<file path="src/rtl/ddr_init_pkg.sv">
package ddr_init_pkg;

  typedef enum logic [1:0] {
    ST_WAIT  = 2'd0,
    ST_ISSUE = 2'd1,
    ST_DONE  = 2'd2
  } seq_state_e;

  localparam int          STEP_W      = 3;
  localparam int          LAST_STEP   = 5;
  localparam int          REFRESH_ON  = 3;
  localparam logic [15:0] W_PRECHARGE = 16'h8000;
  localparam logic [15:0] W_EXT_MODE  = 16'h2000;
  localparam logic [15:0] W_MODE_RST  = 16'h0121;
  localparam logic [15:0] W_MODE_RUN  = 16'h0021;

  // Converts a delay in ns to whole clock cycles, rounding up, at least 1.
  function automatic int ns_to_cycles(input longint delay_ns, input longint period_ps);
    longint q;
    q = (delay_ns * 64'sd1000 + period_ps - 64'sd1) / period_ps;
    if (q < 64'sd1) q = 64'sd1;
    return int'(q);
  endfunction

  // Command word issued at each step of the sequence.
  function automatic logic [15:0] cmd_for_step(input logic [STEP_W-1:0] s);
    case (s)
      3'd0:    return W_PRECHARGE;
      3'd1:    return W_EXT_MODE;
      3'd2:    return W_MODE_RST;
      3'd3:    return W_PRECHARGE;
      3'd4:    return W_MODE_RUN;
      default: return 16'h0000;
    endcase
  endfunction

endpackage

</file>
<file path="src/rtl/ddr_init_timer.sv">
module ddr_init_timer #(
  parameter int CW = 8
) (
  input  logic          clk,
  input  logic          rst_n,
  input  logic          clear,
  input  logic [CW-1:0] limit_m1,
  output logic          expired
);
  logic [CW-1:0] cnt;

  assign expired = !clear && (cnt == limit_m1);

  always_ff @(posedge clk or negedge rst_n) begin
    if (!rst_n)              cnt <= '0;
    else if (clear || expired) cnt <= '0;
    else                     cnt <= cnt + CW'(1);
  end


  cnt_in_window_chk: assert property (@(posedge clk) disable iff (!rst_n)
    cnt <= limit_m1);

endmodule

</file>
<file path="src/rtl/ddr_init_ctrl.sv">
module ddr_init_ctrl
  import ddr_init_pkg::*;
(
  input  logic              clk,
  input  logic              rst_n,
  input  logic              expired,
  output logic              timer_clear,
  output logic [STEP_W-1:0] step,
  output logic              issue,
  output logic              refresh_on,
  output logic              done
);
  seq_state_e state;

  assign issue       = (state == ST_ISSUE);
  assign done        = (state == ST_DONE);
  assign timer_clear = (state != ST_WAIT);

  always_ff @(posedge clk or negedge rst_n) begin
    if (!rst_n) begin
      state      <= ST_WAIT;
      step       <= '0;
      refresh_on <= 1'b0;
    end else begin
      case (state)
        ST_WAIT: if (expired)
          state <= (step == STEP_W'(LAST_STEP)) ? ST_DONE : ST_ISSUE;
        ST_ISSUE: begin
          state <= ST_WAIT;
          step  <= step + STEP_W'(1);
          if (step == STEP_W'(REFRESH_ON)) refresh_on <= 1'b1;
        end
        default: state <= ST_DONE;
      endcase
    end
  end


  issue_single_chk: assert property (@(posedge clk) disable iff (!rst_n)
    issue |=> !issue);

  refresh_sticky_chk: assert property (@(posedge clk) disable iff (!rst_n)
    refresh_on |=> refresh_on);

  done_sticky_chk: assert property (@(posedge clk) disable iff (!rst_n)
    done |=> done);

endmodule

</file>
<file path="src/rtl/ddr_cmd_view.sv">
module ddr_cmd_view (
  input  logic [15:0] word,
  output logic        pre_all,
  output logic [1:0]  bank,
  output logic [12:0] addr
);
  assign pre_all = word[15];
  assign bank    = word[14:13];
  always_comb begin
    addr = word[12:0];
    if (word[15]) addr[10] = 1'b1;
  end
endmodule

</file>
<file path="src/rtl/ddr_init_seq.sv">
module ddr_init_seq
  import ddr_init_pkg::*;
#(
  parameter longint CLK_PERIOD_PS = 15000,
  parameter longint PWRUP_NS      = 200100,
  parameter longint GAP_NS        = 1000,
  parameter longint REFR_NS       = 30000,
  parameter longint DLL_NS        = 2000
) (
  input  logic        clk,
  input  logic        rst_n,
  output logic [15:0] cmd_word,
  output logic        cmd_we,
  output logic        refresh_en,
  output logic        init_done,
  output logic        pre_all,
  output logic [1:0]  bank,
  output logic [12:0] addr
);
  localparam int N_PWR  = ns_to_cycles(PWRUP_NS, CLK_PERIOD_PS);
  localparam int N_GAP  = ns_to_cycles(GAP_NS, CLK_PERIOD_PS);
  localparam int N_REFR = ns_to_cycles(REFR_NS, CLK_PERIOD_PS);
  localparam int N_DLL  = ns_to_cycles(DLL_NS, CLK_PERIOD_PS);
  localparam int N_MAX  = (N_PWR > N_REFR) ? N_PWR : N_REFR;
  localparam int CW     = $clog2(N_MAX + 1);

  logic              timer_clear, timer_expired, issue_evt, refresh_q, done_q;
  logic [STEP_W-1:0] step;
  logic [CW-1:0]     limit_m1;

  always_comb begin
    case (step)
      3'd0:    limit_m1 = CW'(N_PWR - 1);
      3'd4:    limit_m1 = CW'(N_REFR - 1);
      3'd5:    limit_m1 = CW'(N_DLL - 1);
      default: limit_m1 = CW'(N_GAP - 1);
    endcase
  end

  ddr_init_timer #(.CW(CW)) u_timer (
    .clk(clk), .rst_n(rst_n), .clear(timer_clear),
    .limit_m1(limit_m1), .expired(timer_expired)
  );

  ddr_init_ctrl u_ctrl (
    .clk(clk), .rst_n(rst_n), .expired(timer_expired),
    .timer_clear(timer_clear), .step(step), .issue(issue_evt),
    .refresh_on(refresh_q), .done(done_q)
  );

  assign cmd_we     = issue_evt;
  assign cmd_word   = issue_evt ? cmd_for_step(step) : 16'h0000;
  assign refresh_en = refresh_q;
  assign init_done  = done_q;

  ddr_cmd_view u_view (
    .word(cmd_word), .pre_all(pre_all), .bank(bank), .addr(addr)
  );


  idle_word_zero_chk: assert property (@(posedge clk) disable iff (!rst_n)
    !cmd_we |-> cmd_word == 16'h0000);

  quiet_after_done_chk: assert property (@(posedge clk) disable iff (!rst_n)
    init_done |-> !cmd_we);

  precharge_bank10_chk: assert property (@(posedge clk) disable iff (!rst_n)
    pre_all |-> (cmd_we && addr[10]));

  refresh_before_done_chk: assert property (@(posedge clk) disable iff (!rst_n)
    init_done |-> refresh_en);

endmodule

</file>
<file path="config.mk">
export PLATFORM = sky130hd
export DESIGN_NAME = ddr_init_seq
export DESIGN_NICKNAME = d
export VERILOG_FILES = /design/src/rtl/ddr_init_pkg.sv /design/src/rtl/ddr_init_timer.sv /design/src/rtl/ddr_init_ctrl.sv /design/src/rtl/ddr_cmd_view.sv /design/src/rtl/ddr_init_seq.sv
export SDC_FILE = /design/constraint.sdc
export NUM_CORES = 1
export LEC_CHECK = 0
export BUFFER_PORTS_ARGS = -buffer_cell sky130_fd_sc_hd__buf_2
export CORE_ASPECT_RATIO = 0.5
export CORE_MARGIN = 2
export CORE_UTILIZATION = 47
export DETAILED_ROUTE_END_ITERATION = 8
export PLACE_DENSITY = 0.75
export REMOVE_ABC_BUFFERS = 1
export SLEW_MARGIN = 20
export SYNTH_ARGS = -nofsm -noshare
export SYNTH_HDL_FRONTEND = slang
export SYNTH_SLANG_ARGS = --single-unit
</file>
<file path="constraint.sdc">
create_clock -name clk -period 2.2 [get_ports clk]
set_clock_uncertainty 0.1 [all_clocks]
set_input_delay 0.66 -clock clk [delete_from_list [all_inputs] [get_ports clk]]
set_output_delay 0.66 -clock clk [all_outputs]
set_load 0.02 [all_outputs]
</file>
==> metrics <==
RR Startpoint=u_ctrl.step[0]; Die W=82.79 µm; routed vias=~1200; antenna cells=0; critical path, cell by cell=inv_2 -> ha_4 -> nand2b_4 -> a21oi_4 -> buf_6; CP startpoint kind=flip-flop; routed vias/inst=~5.4; clk_lat worst skew=0.27 ns; Initial Util=around 49%; Total Power=about 0.0007 W; RePlAce Congestion=~0.78; Crit path arrival time=about 1.5 ns; initial antenna violation count=0; crit path to=pre_all; DP HPWL=between 2000 and 2500 µm; Initial DRT Pass Iterations=4; Setup CP Type=reg -> out; fin nets=between 150 and 200; drt wl/cell=around 16 µm; ranking of synthesized cells by area=dfrtp_1 34%, buf_4 14%, xor2_1 6.6%; # setup viols final=7; worst setup path start=u_ctrl.step[0]; Max Freq=448.4 MHz; reg2reg end=u_ctrl.state[0]; critical path's top delay family=flip-flops; top-count cell post-synth=buf_4; Critical Path RT=1.44 ns; total grt overflow=0; PwrDens=between 400 and 500 nW/µm²; Final ANT Viol Nets=0; R2R cell count=8; Post-synth EDFFs=0; layout cell share with drive strength beyond 1=between 30 and 40%; H-tree Lvls=1; die area=3593 µm²; share of the synthesized area in the top cell type=between 30 and 40%; sequential cell area fraction in the yosys report=between 30% and 40%; vias in the first global route=between 900 and 1000; first-pass GRT wire length=4692 µm; R2R Setup Slk=approximately 0.02 ns; worst ir drop on vdd=0.2540 mV; RSZ-0062 raised after global routing=true; First DRT Iteration DRCs=71; CTS buffer count=3; Filler Cells Inserted=238; total core area=just under 3000 µm²; Sink Count=20; Max Cap Viol=0; minimum clock period=around 2.2 ns; placed inst area=approximately 1500 µm²; Core Util, Final=a little under three fifths; status=finished, violations left; Synth top cells by count=28 x buf_4, 20 x dfrtp_1, 11 x a211oi_1, 11 x xor2_1, 9 x nand2_1; DRC viols=0; pre-CTS WS=~0.023 ns; Synth area leader=dfrtp_1; # rows=14; #FFs+latches synth=20; Slowest-stage cell, CP=dfrtp_1; Avg Inst Size Synth=about 9.4 µm²; Tcrit/Tclk final=101.4%; largest net degree at the start of global routing=21; CP max stage delay=0.43 ns; prevailing post-synth register cell=dfrtp_1; Synth Warn #=0; Max FO, Critical Path=4; Total GRT Usage=between 10% and 20%; Die Ht=43.40 µm; number of port buffers=15; worst hold path class=in -> async; Clock transition at path regs=around 0.080 ns; Layout area overhead=17.32%; fin area=1712 µm²; Synth Cell Area=between 1000 and 1500 µm²; DRT Wirelength=around 3400 µm; Worst path depth=5; Max Root-Sink Buffers=2; Pins Over Slew Limit=0; post-synthesis async set-or-reset flop share=between 90% and 100%; Root Buffer=clkbuf_8; I/O pin cnt=37; TritonCTS clock tree=done; setup ws final=-0.03000 ns; critical path capture point type=output port; leakage=0.8097 nW; synth unique cells=39; cell count after synthesis=approximately 160; buffers and inverters on the worst path=2; final hold violations=0; failing checks=negative setup slack
-- sequential cells by signal, indices dropped and copies added, names as in the netlist --
name               cells
u_timer.cnt           14
u_ctrl.step            3
u_ctrl.state           2
u_ctrl.refresh_on      1
-- per-stage QoR --
stage	hold slack (ns)	setup TNS, ns	std cells
2_1_floorplan	0.2644	-3.540	141
3_3_place_gp	0.3391	0	201
3_5_place_dp	0.3861	0	201
4_1_cts	0.2530	0	209
5_1_grt	0.2721	-0.6482	214
6_report	0.2377	-0.1092	214
-- cells in the final DEF, fill, tap and decap left out, drive strengths merged, types with 4 or more instances in the layout --
| master | instances |
|---|---|
| and2 | 4 |
| clkbuf | 4 |
| nand3 | 7 |
| inv | 6 |
| dfrtp | 20 |
| buf | 29 |
| conb | 21 |
| nand2 | 9 |
| xor2 | 11 |
| nand4 | 5 |
| ha | 7 |
| a211oi | 11 |
| nor2 | 4 |
-- kinds of logic after synthesis --
| logic type | after synthesis | share of synthesized area (%) |
|---|---|---|
| other | 1 | 0.2570 |
| adders and majority gates | 7 | 6.003 |
| AOI/OAI and AO/OA | 28 | 15.44 |
| buffers and inverters | 40 | 18.01 |
| muxes | 1 | 0.6861 |
| xor gates and xnor gates | 13 | 7.805 |
| DFF | 20 | 34.31 |
| and+or+nand+nor | 45 | 17.50 |
-- worst min-delay path by stage --
stage / from / to
floorplan: rst_n / u_ctrl.refresh_on
global placement: u_ctrl.refresh_on / u_ctrl.refresh_on
detailed placement: u_ctrl.refresh_on / u_ctrl.refresh_on
CTS: rst_n / u_timer.cnt[0]
global route: rst_n / u_timer.cnt[1]
finish: rst_n / u_timer.cnt[5]
-- area by class of cell --
type                    instances  area [µm²]  share of cell area, %
clock buffers                   4       55.05                  3.216
inverters                       6       25.02                  1.462
multi-input cells             115       852.1                  49.78
flip-flops and latches         20       501.7                  29.31
well taps                      40       50.05                  2.924
repair buffers                 29       227.7                  13.30
-- timing repair --
action / 4_1_cts / 5_1_grt
setup buffers: 4 / 5
gates resized for setup: 16 / 23
setup endpoints to repair: 10 / 23
pin swaps: 2 / 6
cloned: 0 / 0
hold buffers: 0 / 0
-- worst reg2reg max path: stages (launching register included) --
cell and delay (ns):
dfrtp_1 0.43, inv_2 0.13, ha_4 0.19, nand2b_4 0.09, buf_4 0.15, a211o_1 0.30, a2111oi_4 0.35, buf_6 0.21
and4_1 0.18
-- routing by layer --
layer,vias to the layer above,share of wire (%),track usage [%]
met5,-,0,0
met2,61,46,29.68
met4,0,3.8,6.885
li1,532,-,-
met1,552,42,22.85
met3,12,7.3,5.000
-- power breakdown --
group          leakage [nW]  internal [W]  switching, W
clock network        0.0288      0.000160      0.000131
logic                 0.518   0.000000637     0.0000389
registers             0.263      0.000367             0
total                 0.810      0.000528      0.000170
Power figures use the tool's default switching activity.
